### src/rtl/gpio_sw_pkg.sv
package gpio_sw_pkg;

    localparam int unsigned PIN_W    = 32;
    localparam int unsigned ADDR_W   = 8;
    localparam int unsigned NUM_REGS = 6;
    localparam int unsigned SYNC_STG = 2;

    // Byte offsets; word index = offset / 4
    localparam int unsigned OFS_IDLE = 0;
    localparam int unsigned OFS_RXO  = 4;
    localparam int unsigned OFS_TXO  = 8;
    localparam int unsigned OFS_FDX  = 12;
    localparam int unsigned OFS_DIR  = 16;
    localparam int unsigned OFS_STAT = 20;
    localparam int unsigned ADDR_END = NUM_REGS * 4;

    typedef logic [PIN_W-1:0] word_t;

    typedef enum logic [1:0] {
        ACT_IDLE = 2'b00,
        ACT_RX   = 2'b01,
        ACT_TX   = 2'b10,
        ACT_FDX  = 2'b11
    } act_e;

    typedef struct packed {
        word_t idle;
        word_t rxo;
        word_t txo;
        word_t fdx;
        word_t dir;
        word_t stat;
    } cfg_t;

    function automatic act_e decode_act(input logic rx, input logic tx);
        return act_e'({tx, rx});
    endfunction

    function automatic word_t bank_word(input cfg_t c, input act_e a);
        word_t w;
        case (a)
            ACT_RX:  w = c.rxo;
            ACT_TX:  w = c.txo;
            ACT_FDX: w = c.fdx;
            default: w = c.idle;
        endcase
        return w;
    endfunction

endpackage

### src/rtl/gpio_sw_regs.sv
module gpio_sw_regs
    import gpio_sw_pkg::*;
(
    input  logic              clk,
    input  logic              rst,
    input  logic              stb,
    input  logic [ADDR_W-1:0] addr,
    input  word_t             data,
    output cfg_t              cfg
);
    localparam int unsigned IDX_W = ADDR_W - 2;

    word_t             bank [NUM_REGS];
    logic              hit;
    logic [IDX_W-1:0]  idx;

    assign idx = addr[ADDR_W-1:2];
    assign hit = stb && (addr[1:0] == 2'b00) && (32'(addr) < ADDR_END);

    for (genvar g = 0; g < NUM_REGS; g++) begin : g_reg
        always_ff @(posedge clk) begin
            if (rst)
                bank[g] <= '0;
            else if (hit && (32'(idx) == g))
                bank[g] <= data;
        end
    end

    assign cfg.idle = bank[OFS_IDLE/4];
    assign cfg.rxo  = bank[OFS_RXO/4];
    assign cfg.txo  = bank[OFS_TXO/4];
    assign cfg.fdx  = bank[OFS_FDX/4];
    assign cfg.dir  = bank[OFS_DIR/4];
    assign cfg.stat = bank[OFS_STAT/4];
endmodule

### src/rtl/gpio_sw_sync.sv
module gpio_sw_sync #(
    parameter int unsigned W      = 32,
    parameter int unsigned STAGES = 2
) (
    input  logic         clk,
    input  logic         rst,
    input  logic [W-1:0] din,
    output logic [W-1:0] dout
);
    logic [W-1:0] stg [STAGES];

    always_ff @(posedge clk) begin
        if (rst)
            stg[0] <= '0;
        else
            stg[0] <= din;
    end

    for (genvar s = 1; s < STAGES; s++) begin : g_stg
        always_ff @(posedge clk) begin
            if (rst)
                stg[s] <= '0;
            else
                stg[s] <= stg[s-1];
        end
    end

    assign dout = stg[STAGES-1];
endmodule

### src/rtl/gpio_sw_drive.sv
module gpio_sw_drive
    import gpio_sw_pkg::*;
(
    input  logic  clk,
    input  logic  rst,
    input  cfg_t  cfg,
    input  logic  rx_busy,
    input  logic  tx_busy,
    output word_t pad_out,
    output word_t pad_oe
);
    act_e  act;
    word_t state_w;
    word_t sel_w;

    assign act     = decode_act(rx_busy, tx_busy);
    assign state_w = bank_word(cfg, act);

    for (genvar i = 0; i < PIN_W; i++) begin : g_bit
        assign sel_w[i] = cfg.stat[i] ? cfg.idle[i] : state_w[i];
    end

    always_ff @(posedge clk) begin
        if (rst) begin
            pad_out <= '0;
            pad_oe  <= '0;
        end else begin
            pad_out <= sel_w;
            pad_oe  <= cfg.dir;
        end
    end
endmodule

### src/rtl/gpio_sw_top.sv
module gpio_sw_top
    import gpio_sw_pkg::*;
(
    input  logic              clk,
    input  logic              rst,
    input  logic              cfg_stb,
    input  logic [ADDR_W-1:0] cfg_addr,
    input  logic [PIN_W-1:0]  cfg_data,
    input  logic              rx_busy,
    input  logic              tx_busy,
    input  logic [PIN_W-1:0]  pad_in,
    output logic [PIN_W-1:0]  pad_out,
    output logic [PIN_W-1:0]  pad_oe,
    output logic [PIN_W-1:0]  pin_rdbk
);
    cfg_t  cfg_q;
    word_t pad_sync;

    gpio_sw_regs u_regs (
        .clk  (clk),
        .rst  (rst),
        .stb  (cfg_stb),
        .addr (cfg_addr),
        .data (cfg_data),
        .cfg  (cfg_q)
    );

    gpio_sw_sync #(.W(PIN_W), .STAGES(SYNC_STG)) u_sync (
        .clk  (clk),
        .rst  (rst),
        .din  (pad_in),
        .dout (pad_sync)
    );

    gpio_sw_drive u_drive (
        .clk     (clk),
        .rst     (rst),
        .cfg     (cfg_q),
        .rx_busy (rx_busy),
        .tx_busy (tx_busy),
        .pad_out (pad_out),
        .pad_oe  (pad_oe)
    );

    assign pin_rdbk = (pad_oe & pad_out) | (~pad_oe & pad_sync);
endmodule

### config.mk
export PLATFORM = sky130hd
export DESIGN_NAME = gpio_sw_top
export DESIGN_NICKNAME = d
export VERILOG_FILES = /design/src/rtl/gpio_sw_pkg.sv /design/src/rtl/gpio_sw_regs.sv /design/src/rtl/gpio_sw_sync.sv /design/src/rtl/gpio_sw_drive.sv /design/src/rtl/gpio_sw_top.sv
export SDC_FILE = /design/constraint.sdc
export NUM_CORES = 1
export LEC_CHECK = 0
export BUFFER_PORTS_ARGS = -buffer_cell sky130_fd_sc_hd__buf_2
export CORE_ASPECT_RATIO = 2
export CORE_UTILIZATION = 57
export CTS_BUF_LIST = sky130_fd_sc_hd__clkbuf_16
export DETAILED_ROUTE_END_ITERATION = 10
export GPL_TIMING_DRIVEN = 1
export PLACE_DENSITY = 0.79
export RECOVER_POWER = 100
export SKIP_CTS_REPAIR_TIMING = 1
export SYNTH_ARGS = -nofsm -noshare
export SYNTH_HDL_FRONTEND = slang
export SYNTH_HIERARCHICAL = 1
export SYNTH_SLANG_ARGS = --single-unit
### constraint.sdc
create_clock -name clk -period 2.55 [get_ports clk]
set_clock_uncertainty 0.1 [all_clocks]
set_input_delay 0 -clock clk [delete_from_list [all_inputs] [get_ports clk]]
set_output_delay 0 -clock clk [all_outputs]
set_load 0.02 [all_outputs]
==> run summary <==
## Run status
* complete, no violations — status

## Synth
* 982 — post-synthesis instance total
* 5.34% — complex-gate fraction of the synthesized area
* 19.8% — simple-gate share of the synthesized area
* 0% — XOR/XNOR share of the synthesized area
* simple AND/OR/NAND/NOR gates — combinational family with the most area after synthesis
* 6 — synthesis warning total
* 30 — count of cell types in the netlist
* 6.22% — share of cell area taken by muxes after synthesis
* 0% — adder-cell share of the synthesized area
* 0.0129 sq mm — Mapped Area
* 64.7% — proportion of synthesized chip area in sequential cells
* 13.1 sq um — mean post-synth cell area
* 320 — count of state elements after synthesis
* 1059 — synthesized netlist net count

## Job
* 0 — total of max-cap violations

## Critical path
* dlygate4sd3_1 -> clkbuf_2 -> clkbuf_1 -> mux2i_1 -> nand3b_1 -> o211a_1 — ordered cell list for the critical path
* 3 — cell depth of the worst flop-to-flop path
* 35 — CP max FO
* input pin to flop — Setup Crit Path Kind
* 2.42 ns — data arrival time of the critical path
* clkbuf_2 — Worst path slowest cell
* 2.89 ns — Worst EP required
* 1.37 ns — R2R setup slack
* 0.73 ns — highest cell delay on the worst timing path
* input pin — type of origin of the critical path
* flop — kind of capture point of the worst setup path

## Timing
* 2.08 ns — post-layout min period
* 0 — final setup violation count
* 36.2% — Max transition margin
* 0 ns — Final TNS setup
* 81.7% — final worst path period share
* no — RSZ-0062 raised after global routing
* 480 MHz — maximum clock frequency
* 0 — Final Hold Viols
* 0 — total count of max-transition violations in the final report
* 0.00558 ns — Hold WS
* 0.957 ns — transition time at the pin with the least slew margin

## GRT
* 0 — antenna violations before repair
* 42100 microns — first-pass GRT wire length
* 101 — largest net degree at the start of global routing
* 0 — total gr overflow
* 23.9% — overall routing resource usage
* 8318 — number of global-route vias before repair

## Clocking
* 1 — count of H-tree levels built during CTS
* 0.56 ns — clock insertion delay at the later pin of the skew report
* 0.07 ns — clock input transition at the sequential cells of the worst setup and hold paths
* clkbuf_16 — Clk Tree Root Cell
* done — CTS tree
* 320 — number of clock sinks
* 3 — maximum count of clock buffers along a single path
* 27 — total clock buffers created by CTS

## Die
* 77 — Placement Rows
* 108 microns — Chip Width
* 58.1% — starting utilization of the core area
* 215 microns — height of the chip
* 173 — top-level port count
* 0.0232 sq mm — area of the die
* 0.0222 sq mm — Core Area

## Pwr
* 0.661 mV — Worst IR Drop VDD
* 708 mW/mm^2 — total power per unit cell area
* 0.00661 uW — leakage component of the power

## Layout
* 0.00401 sq mm — area taken by multi-input logic gates
* 18.6% — fraction of final layout cells sized beyond drive strength 1
* 20.0% — layout-stage area growth over the synthesis result
* 1514 — final non-filler cell total
* 0 — ant diodes
* 0.00833 sq mm — sequential cell area in the final layout
* 69.8% — core occupancy in the finished layout
* 1615 — final-layout fill cell count
* edfxtp_1 — most frequent standard cell in the layout excluding fill and tap cells
* 1294 — number of nets in the finished design
* 192 x edfxtp_1, 129 x and3_1, 128 x dfxtp_1, 104 x clkbuf_1, 74 x dlygate4sd3_1 — commonest non-fill, non-tap cells in the layout

## Place
* 1390 — DP Cell Count
* 16900 microns — estimated wirelength of the detail-placed design
* 172 — port buffer count
* 0.786 — weighted congestion reported at the end of routability-driven placement

## Detailed routing
* 559 — Detailed Route Iter0 Violations
* 5 — count of TritonRoute iterations in the first routing pass
* 5.59 — number of vias per cell after detailed routing
* 28600 microns — Detailed Route WL
* 8467 — routed vias
* 0 — Post-route DRC
* 18.9 microns — routed wire length per instance
* 0 — Antenna Nets Post-Route

## Min path
* 2 — WHS Path Cells
* input pin to flop — class of the worst hold path

final cells by class:
class	instances	area share, %
multi-input cells	564	26.0
well taps	276	2.23
repair buffers	272	11.2
inverters	32	0.777
clock buffers	31	5.02
clock inverters	19	0.939
flip-flops and latches	320	53.9
routing by layer:
metal | routed length, microns | GRT usage, %
met4 | 1170 | 12.4
met1 | 10200 | 25.2
met5 | 0 | 0
met3 | 1410 | 3.01
met2 | 15800 | 44.7
path summary, 6_finish.rpt:
path,startpoint,end
min reg2reg,u_sync/stg[0][5],u_sync/stg[1][5]
max reg2reg,u_regs/bank[3][0],u_drive/pad_out[0]
max,tx_busy,u_drive/pad_out[6]
min,rx_busy,u_drive/pad_out[23]
cells by family (layout without fill, tap and decap cells):
| logic type | Yosys count | after routing |
|---|---|---|
| compound gates | 102 | 102 |
| buf+inv | 98 | 354 |
| flops | 320 | 320 |
| mux | 64 | 64 |
| simple gates | 398 | 398 |
power by group:
group	total, uW	internal, uW	switching [uW]
Combinational	931	389	542
Sequential	5860	5740	122
Clock	4150	2240	1920
flip-flops by register name, summed over array words and instances (netlist names):
name / cells
u_drive/pad_oe: 32
u_regs/bank: 192
u_sync/stg: 64
u_drive/pad_out: 32
synth_stat cells:
cell type / count / share of area, %
dfxtp_1: 128 / 20
a21oi_1: 64 / 2.5
mux2_4: 32 / 3.7
clkbuf_2: 11 / 0.43
nand3b_1: 32 / 1.9
buf_2: 7 / 0.27
nor4_4: 1 / 0.17
nor2b_2: 60 / 4.1
buf_8: 2 / 0.23
edfxtp_1: 192 / 45
buf_6: 10 / 0.87
mux2i_1: 32 / 2.5
nor3_1: 2 / 0.078
nor2_1: 66 / 1.9
a21o_1: 4 / 0.23
a31o_2: 2 / 0.14
nor3_2: 2 / 0.16
o211a_1: 32 / 2.5
buf_1: 1 / 0.029
nand4bb_1: 1 / 0.087
or3_1: 1 / 0.049
inv_1: 32 / 0.93
and2_1: 64 / 3.1
nor2b_1: 37 / 1.8
and3_1: 129 / 6.3
buf_4: 6 / 0.35
nor3b_2: 1 / 0.097
clkbuf_1: 29 / 0.85
or3b_2: 1 / 0.068
or4b_1: 1 / 0.078
critical path: cells and delay by family:
kind | cells | cell delay (ns)
muxes | 1 | 0.29
AOI/OAI and AO/OA | 1 | 0.14
and+or+nand+nor | 1 | 0.10
buffers and inverters | 3 | 1.87
metrics by stage:
stage                     power (uW)  setup slack (ns)  instance area, sq um
after global routing           11300             0.371                 15500
after CTS                      11000              1.03                 15000
after global placement          6820             0.504                 14000
after floorplan                 6500             0.317                 12900
final                          10900             0.466                 15500
after detailed placement        6850             0.474                 14000
No activity file was read; power rests on OpenSTA's default activity.
